**src/rtl/dmac_pkg.sv**
```systemverilog
package dmac_pkg;

    localparam logic [1:0] REG_ADDR  = 2'd0;
    localparam logic [1:0] REG_COUNT = 2'd1;
    localparam logic [1:0] REG_CMD   = 2'd2;
    localparam logic [1:0] REG_STAT  = 2'd3;

    localparam int C_EN   = 0;
    localparam int C_WORD = 1;
    localparam int C_DIR  = 2;
    localparam int C_LONG = 8;
    localparam int C_GO   = 15;

    // bits retained in the command register (go is a strobe, not stored)
    localparam logic [15:0] CMD_KEEP = 16'h017F;

    typedef enum logic [1:0] {
        SZ_BYTE = 2'd0,
        SZ_WORD = 2'd1,
        SZ_LONG = 2'd2
    } size_e;

    typedef enum logic [1:0] {
        ST_IDLE,
        ST_WAIT,
        ST_BUS,
        ST_ACK
    } seq_e;

    // packed MSB first: armed lands on bit 0
    typedef struct packed {
        logic wrap;
        logic align;
        logic berr;
        logic halt;
        logic acc;
        logic intr;
        logic armed;
    } stat_t;

    typedef struct packed {
        logic start_ok;
        logic start_bad;
        logic step;
        logic last;
        logic berr;
    } evt_t;

    function automatic size_e size_of(input logic [15:0] cmd);
        if (cmd[C_LONG])      return SZ_LONG;
        else if (cmd[C_WORD]) return SZ_WORD;
        else                  return SZ_BYTE;
    endfunction

    function automatic logic [2:0] step_of(input size_e s);
        case (s)
            SZ_LONG: return 3'd4;
            SZ_WORD: return 3'd2;
            default: return 3'd1;
        endcase
    endfunction

    function automatic logic aligned(input logic [1:0] low, input size_e s);
        case (s)
            SZ_LONG: return (low == 2'b00);
            SZ_WORD: return (low[0] == 1'b0);
            default: return 1'b1;
        endcase
    endfunction

endpackage

```
**src/rtl/dmac_counters.sv**
```systemverilog
module dmac_counters #(
    parameter int AW = 32,
    parameter int CW = 32
) (
    input  logic          clk,
    input  logic          rst,
    input  logic          wr_addr_en,
    input  logic          wr_cnt_en,
    input  logic [AW-1:0] wdata_a,
    input  logic [CW-1:0] wdata_c,
    input  logic          step_en,
    input  logic [2:0]    step,
    output logic [AW-1:0] addr_q,
    output logic [CW-1:0] cnt_q,
    output logic          cnt_zero
);

    always_ff @(posedge clk) begin
        if (rst) begin
            addr_q <= '0;
        end else if (wr_addr_en) begin
            addr_q <= wdata_a;
        end else if (step_en) begin
            addr_q <= addr_q + AW'(step);
        end
    end

    // decrement past zero wraps to all ones, which software sees after a run
    always_ff @(posedge clk) begin
        if (rst) begin
            cnt_q <= '0;
        end else if (wr_cnt_en) begin
            cnt_q <= wdata_c;
        end else if (step_en) begin
            cnt_q <= cnt_q - CW'(1);
        end
    end

    assign cnt_zero = (cnt_q == '0);

endmodule

```
**src/rtl/dmac_seq.sv**
```systemverilog
module dmac_seq
    import dmac_pkg::*;
(
    input  logic clk,
    input  logic rst,
    input  logic go,
    input  logic aligned_ok,
    input  logic dev_req,
    input  logic mem_berr,
    input  logic cnt_zero,
    output seq_e state,
    output logic mem_req,
    output logic dev_ack,
    output evt_t evt
);

    seq_e nxt;

    always_comb begin
        nxt = state;
        evt = '0;
        case (state)
            ST_IDLE: begin
                if (go) begin
                    if (aligned_ok) begin
                        evt.start_ok = 1'b1;
                        nxt          = ST_WAIT;
                    end else begin
                        evt.start_bad = 1'b1;
                    end
                end
            end
            ST_WAIT: begin
                if (dev_req) nxt = ST_BUS;
            end
            ST_BUS: begin
                if (mem_berr) begin
                    evt.berr = 1'b1;
                    nxt      = ST_IDLE;
                end else begin
                    nxt = ST_ACK;
                end
            end
            ST_ACK: begin
                evt.step = 1'b1;
                if (cnt_zero) begin
                    evt.last = 1'b1;
                    nxt      = ST_IDLE;
                end else begin
                    nxt = ST_WAIT;
                end
            end
            default: nxt = ST_IDLE;
        endcase
    end

    always_ff @(posedge clk) begin
        if (rst) state <= ST_IDLE;
        else     state <= nxt;
    end

    assign mem_req = (state == ST_BUS);
    assign dev_ack = (state == ST_ACK);

endmodule

```
**src/rtl/dmac_regfile.sv**
```systemverilog
module dmac_regfile
    import dmac_pkg::*;
#(
    parameter int AW = 32,
    parameter int CW = 32
) (
    input  logic          clk,
    input  logic          rst,
    input  logic          cpu_sel,
    input  logic          cpu_wr,
    input  logic [1:0]    cpu_idx,
    input  logic [15:0]   wdata_lo,
    input  evt_t          evt,
    input  logic          busy,
    input  logic [AW-1:0] addr_q,
    input  logic [CW-1:0] cnt_q,
    output logic [15:0]   cmd_q,
    output stat_t         stat,
    output logic [31:0]   rdata,
    output logic          wr_addr_en,
    output logic          wr_cnt_en,
    output logic          go
);

    stat_t stat_q;
    stat_t stat_n;
    logic  wr_ok;
    logic  rd_addr;
    logic  wr_cmd;

    always_comb begin
        wr_ok      = cpu_sel && cpu_wr && !stat_q.armed;
        wr_addr_en = wr_ok && (cpu_idx == REG_ADDR);
        wr_cnt_en  = wr_ok && (cpu_idx == REG_COUNT);
        wr_cmd     = wr_ok && (cpu_idx == REG_CMD);
        go         = wr_cmd && wdata_lo[C_GO] && wdata_lo[C_EN];
        rd_addr    = cpu_sel && !cpu_wr && (cpu_idx == REG_ADDR);
    end

    always_ff @(posedge clk) begin
        if (rst)         cmd_q <= '0;
        else if (wr_cmd) cmd_q <= wdata_lo & CMD_KEEP;
    end

    // later lines win: events that set the interrupt override the read-clear
    always_comb begin
        stat_n     = stat_q;
        stat_n.acc = 1'b0;
        if (rd_addr) stat_n.intr = 1'b0;
        if (evt.start_ok) begin
            stat_n       = '0;
            stat_n.armed = 1'b1;
        end
        if (evt.start_bad) begin
            stat_n.align = 1'b1;
            stat_n.halt  = 1'b1;
            stat_n.berr  = 1'b0;
            stat_n.wrap  = 1'b0;
        end
        if (evt.berr) begin
            stat_n.armed = 1'b0;
            stat_n.berr  = 1'b1;
            stat_n.halt  = 1'b1;
            stat_n.intr  = 1'b1;
        end
        if (evt.last) begin
            stat_n.armed = 1'b0;
            stat_n.intr  = 1'b1;
            stat_n.wrap  = 1'b1;
        end
    end

    always_ff @(posedge clk) begin
        if (rst) stat_q <= '0;
        else     stat_q <= stat_n;
    end

    always_comb begin
        stat     = stat_q;
        stat.acc = busy;
    end

    always_comb begin
        case (cpu_idx)
            REG_ADDR:  rdata = 32'(addr_q);
            REG_COUNT: rdata = 32'(cnt_q);
            REG_CMD:   rdata = {16'h0000, cmd_q};
            default:   rdata = {25'h0, stat};
        endcase
    end

endmodule

```
**src/rtl/dmac_channel.sv**
```systemverilog
module dmac_channel
    import dmac_pkg::*;
#(
    parameter int AW          = 32,
    parameter int DW          = 32,
    parameter bit SHORT_COUNT = 1'b0
) (
    input  logic          clk,
    input  logic          rst,
    input  logic          cpu_sel,
    input  logic          cpu_wr,
    input  logic [1:0]    cpu_addr,
    input  logic [31:0]   cpu_wdata,
    output logic [31:0]   cpu_rdata,
    input  logic          dev_req,
    output logic          dev_ack,
    input  logic [DW-1:0] dev_rdata,
    output logic [DW-1:0] dev_wdata,
    output logic          mem_req,
    output logic          mem_we,
    output logic [AW-1:0] mem_addr,
    output logic [1:0]    mem_size,
    output logic [DW-1:0] mem_wdata,
    input  logic [DW-1:0] mem_rdata,
    input  logic          mem_berr,
    output logic          irq,
    output logic [3:0]    irq_level
);

    localparam int CW = SHORT_COUNT ? 16 : 32;

    logic [15:0]   cmd_q;
    stat_t         stat;
    evt_t          evt;
    seq_e          state;
    logic [AW-1:0] addr_q;
    logic [CW-1:0] cnt_q;
    logic          cnt_zero;
    logic          wr_addr_en;
    logic          wr_cnt_en;
    logic          go;
    logic          aligned_ok;
    size_e         run_size;
    logic          sts_armed;
    logic          sts_align;

    // the size for the alignment test comes from the command being written
    assign aligned_ok = aligned(addr_q[1:0], size_of(cpu_wdata[15:0]));
    assign run_size   = size_of(cmd_q);

    dmac_regfile #(.AW(AW), .CW(CW)) u_regs (
        .clk        (clk),
        .rst        (rst),
        .cpu_sel    (cpu_sel),
        .cpu_wr     (cpu_wr),
        .cpu_idx    (cpu_addr),
        .wdata_lo   (cpu_wdata[15:0]),
        .evt        (evt),
        .busy       (state != ST_IDLE),
        .addr_q     (addr_q),
        .cnt_q      (cnt_q),
        .cmd_q      (cmd_q),
        .stat       (stat),
        .rdata      (cpu_rdata),
        .wr_addr_en (wr_addr_en),
        .wr_cnt_en  (wr_cnt_en),
        .go         (go)
    );

    dmac_counters #(.AW(AW), .CW(CW)) u_cnt (
        .clk        (clk),
        .rst        (rst),
        .wr_addr_en (wr_addr_en),
        .wr_cnt_en  (wr_cnt_en),
        .wdata_a    (cpu_wdata[AW-1:0]),
        .wdata_c    (cpu_wdata[CW-1:0]),
        .step_en    (evt.step),
        .step       (step_of(run_size)),
        .addr_q     (addr_q),
        .cnt_q      (cnt_q),
        .cnt_zero   (cnt_zero)
    );

    dmac_seq u_seq (
        .clk        (clk),
        .rst        (rst),
        .go         (go),
        .aligned_ok (aligned_ok),
        .dev_req    (dev_req),
        .mem_berr   (mem_berr),
        .cnt_zero   (cnt_zero),
        .state      (state),
        .mem_req    (mem_req),
        .dev_ack    (dev_ack),
        .evt        (evt)
    );

    // memory-to-device data is held for the peripheral through the ack cycle
    always_ff @(posedge clk) begin
        if (rst)
            dev_wdata <= '0;
        else if (mem_req && !mem_berr && cmd_q[C_DIR])
            dev_wdata <= mem_rdata;
    end

    assign mem_addr  = addr_q;
    assign mem_we    = !cmd_q[C_DIR];
    assign mem_size  = run_size;
    assign mem_wdata = dev_rdata;
    assign irq       = stat.intr;
    assign irq_level = 4'(cmd_q[6:4]) + 4'd3;
    assign sts_armed = stat.armed;
    assign sts_align = stat.align;

endmodule

```
**config.mk**
```make
export PLATFORM = sky130hd
export DESIGN_NAME = dmac_channel
export DESIGN_NICKNAME = d
export VERILOG_FILES = /design/src/rtl/dmac_pkg.sv /design/src/rtl/dmac_counters.sv /design/src/rtl/dmac_seq.sv /design/src/rtl/dmac_regfile.sv /design/src/rtl/dmac_channel.sv
export SDC_FILE = /design/constraint.sdc
export NUM_CORES = 1
export LEC_CHECK = 0
export BUFFER_PORTS_ARGS = -buffer_cell sky130_fd_sc_hd__buf_2
export CORE_ASPECT_RATIO = 1.5
export CORE_MARGIN = 2
export CORE_UTILIZATION = 56
export DETAILED_ROUTE_END_ITERATION = 16
export GPL_ROUTABILITY_DRIVEN = 0
export PLACE_DENSITY = 0.87
export SYNTH_ARGS = -nofsm -noshare
export SYNTH_HDL_FRONTEND = slang
export SYNTH_HIERARCHICAL = 1
export SYNTH_SLANG_ARGS = --single-unit
```
**constraint.sdc**
```tcl
create_clock -name clk -period 4 [get_ports clk]
set_input_delay 0.4 -clock clk [delete_from_list [all_inputs] [get_ports clk]]
set_output_delay 0.4 -clock clk [all_outputs]
set_load 0.1 [all_outputs]
```
==> flow_metrics.tcl <==
set metrics [dict create \
    crit_chain "inv_1 > ha_1 > or4b_2 > or3_2 > or2_2 > nor3_1 > and3_2 > nor2_1 > o21ai_0 > nor2_1" \
    wirelength_um 23500 \
    path_clk_slew_ps 80 \
    fp-row-count 51 \
    rsz0062_at_grt "no" \
    clock_sinks 112 \
    grt_pass1_vias 6807 \
    grt_pass1_wl_um 35600 \
    clock_latency_ps 350 \
    hp-class "input port to flop" \
    endpoint_kind "flop" \
    layout-drive-gt1-share_pct 24.0 \
    worstPathMaxFanout 5 \
    place.port_buffers 177 \
    wl_per_cell_um 20.8 \
    final_util_pct 63.6 \
    grt_max_degree 99 \
    required_ps 4220 \
    min_period_over_period_pct 73.5 \
    cts.repair.resized 0 \
    power_per_cell_area_nw_per_um2 320 \
    yosysWarnings 6 \
    hpwl_um 16800 \
    die_h_um 144 \
    hold_viol_final 0 \
    status "completed" \
    vias 7400 \
    maxCapViolations 0 \
    grtUsageTotal_pct 31.9 \
    p_leak_nw 3.27 \
    maxSlewHeadroom_pct 27.4 \
    nets 1075 \
    die_w_um 97.1 \
    arrival_ps 3160 \
    synth_fp_nets 969 \
    cts_setup_buffers 0 \
    drv_slew 0 \
    cts_buffer_depth 2 \
    setup_viol 0 \
    num_antenna_cells 0 \
    peakVddDrop_mv 0.257 \
    design_power_total_w 0.00261 \
    h-tree-depth 3 \
    finClkSkew_ps 14.1 \
    detail_route.first_pass.iterations 5 \
    timing.hold.ws_ps 305 \
    die-area_um2 14000 \
    critPathMostFrequentCell "nor2_1" \
    synthToLayoutAreaGrowth_pct 11.9 \
    cts_tree "built" \
    drt_iter0_drc 637 \
    gr-total-overflow 0 \
    max_freq_ghz 0.340 \
    ant_nets 0 \
    numCtsBuffers 9 \
    io_pins 242 \
    critPathMaxStageDelay_ps 630 \
    cts-root-buf "clkbuf_16" \
    tns_ps 0 \
    core_um2 12800 \
    vias_per_cell 6.55 \
    ctsHoldBuffers 0 \
    period_needed_ps 2940 \
    slowest_stage "or4b_2" \
    drc 0 \
    cp-start-kind "flop" \
    synthCells 859 \
    antenna_found_initial 0 \
    netlist_area_um2 7290 \
    synth.avg_cell_area_um2 8.48 \
    initial_core_util_pct 56.8 \
    worst_slew_pin_slew_ps 1080 \
    crit_type "flop to flop" \
    fillers 1124 \
]
==> where the power goes <==
| part | total [W] | switching [W] | internal [W] |
|---|---|---|---|
| Clock | 0.000890 | 0.000443 | 0.000447 |
| Sequential | 0.00120 | 0.0000552 | 0.00114 |
| Combinational | 0.000526 | 0.000377 | 0.000148 |
| Total | 0.00261 | 0.000875 | 0.00174 |
==> flip-flops by register name, indices dropped and copies added (netlist names) <==
| signal | cells |
|---|---|
| dev_wdata | 32 |
| u_cnt/addr_q | 32 |
| u_cnt/cnt_q | 32 |
| u_regs/cmd_q | 8 |
| u_regs/stat | 6 |
| u_seq/state | 2 |
==> placed cells by master, fill, tap and decap left out, types with 4 or more instances in the layout <==
| master | count |
|---|---|
| dfxtp_1 | 112 |
| ha_1 | 5 |
| nor2b_1 | 8 |
| o41a_1 | 5 |
| nor4b_1 | 4 |
| buf_4 | 10 |
| or2_2 | 6 |
| nand3_1 | 17 |
| nor2_1 | 100 |
| mux4_1 | 5 |
| and4_1 | 11 |
| nor3b_1 | 12 |
| buf_2 | 176 |
| inv_1 | 18 |
| nor4_1 | 22 |
| o22ai_1 | 5 |
| nand4_1 | 18 |
| or4_1 | 14 |
| mux2i_1 | 67 |
| xor2_1 | 7 |
| a211oi_1 | 20 |
| a21oi_1 | 21 |
| nand2b_1 | 83 |
| o31ai_1 | 13 |
| o211ai_1 | 6 |
| nand3b_1 | 4 |
| or3_1 | 21 |
| nand2_1 | 28 |
| xnor2_1 | 12 |
| and3_1 | 5 |
| a2111oi_0 | 9 |
| a311oi_1 | 26 |
| clkbuf_16 | 9 |
| o21ai_0 | 20 |
| or3_2 | 6 |
| nor3_1 | 15 |
==> layer usage <==
metal  routed length (µm)  global-route usage (%)
met1                 8610                    37.4
met2                11000                    53.7
met3                 2330                    5.35
met4                 1540                    21.2
met5                    0                       0
==> through the flow <==
stage,setup slack (ps),instances,cell area [µm²]
5_1_grt,770,1129,8160
6_report,1060,1129,8160
3_3_place_gp,1170,1113,7870
4_1_cts,1100,1129,8160
3_5_place_dp,1110,1113,7870
2_1_floorplan,334,859,7290
==> cell type report <==
class	count	area, µm²	area share [%]
repair buffers	186	956	11.7
multi-input cells	637	4400	54.0
clock inverters	5	40.0	0.491
inverters	19	71.3	0.875
clock buffers	11	243	2.98
flip-flops and latches	112	2240	27.5
well taps	159	199	2.44
==> critical path: cells and delay by family (launching register included) <==
kind | cells | cell delay (ps)
AO/OA/AOI/OAI | 1 | 80
buffers and inverters | 1 | 80
AND/OR/NAND/NOR | 7 | 2120
adder cells (fa/ha/maj) | 1 | 160
flip-flops | 1 | 360
==> final timing paths <==
check	startpoint	to	slack [ps]	depth (start not counted)
setup / recovery	u_cnt/cnt_q[0]	u_regs/stat[0]	1060	10
hold / removal	mem_rdata[25]	dev_wdata[25]	300	3
setup reg to reg	u_cnt/cnt_q[0]	u_regs/stat[0]	1060	10
hold reg to reg	dev_wdata[21]	dev_wdata[21]	470	2
(Power assumes the default switching activity.)
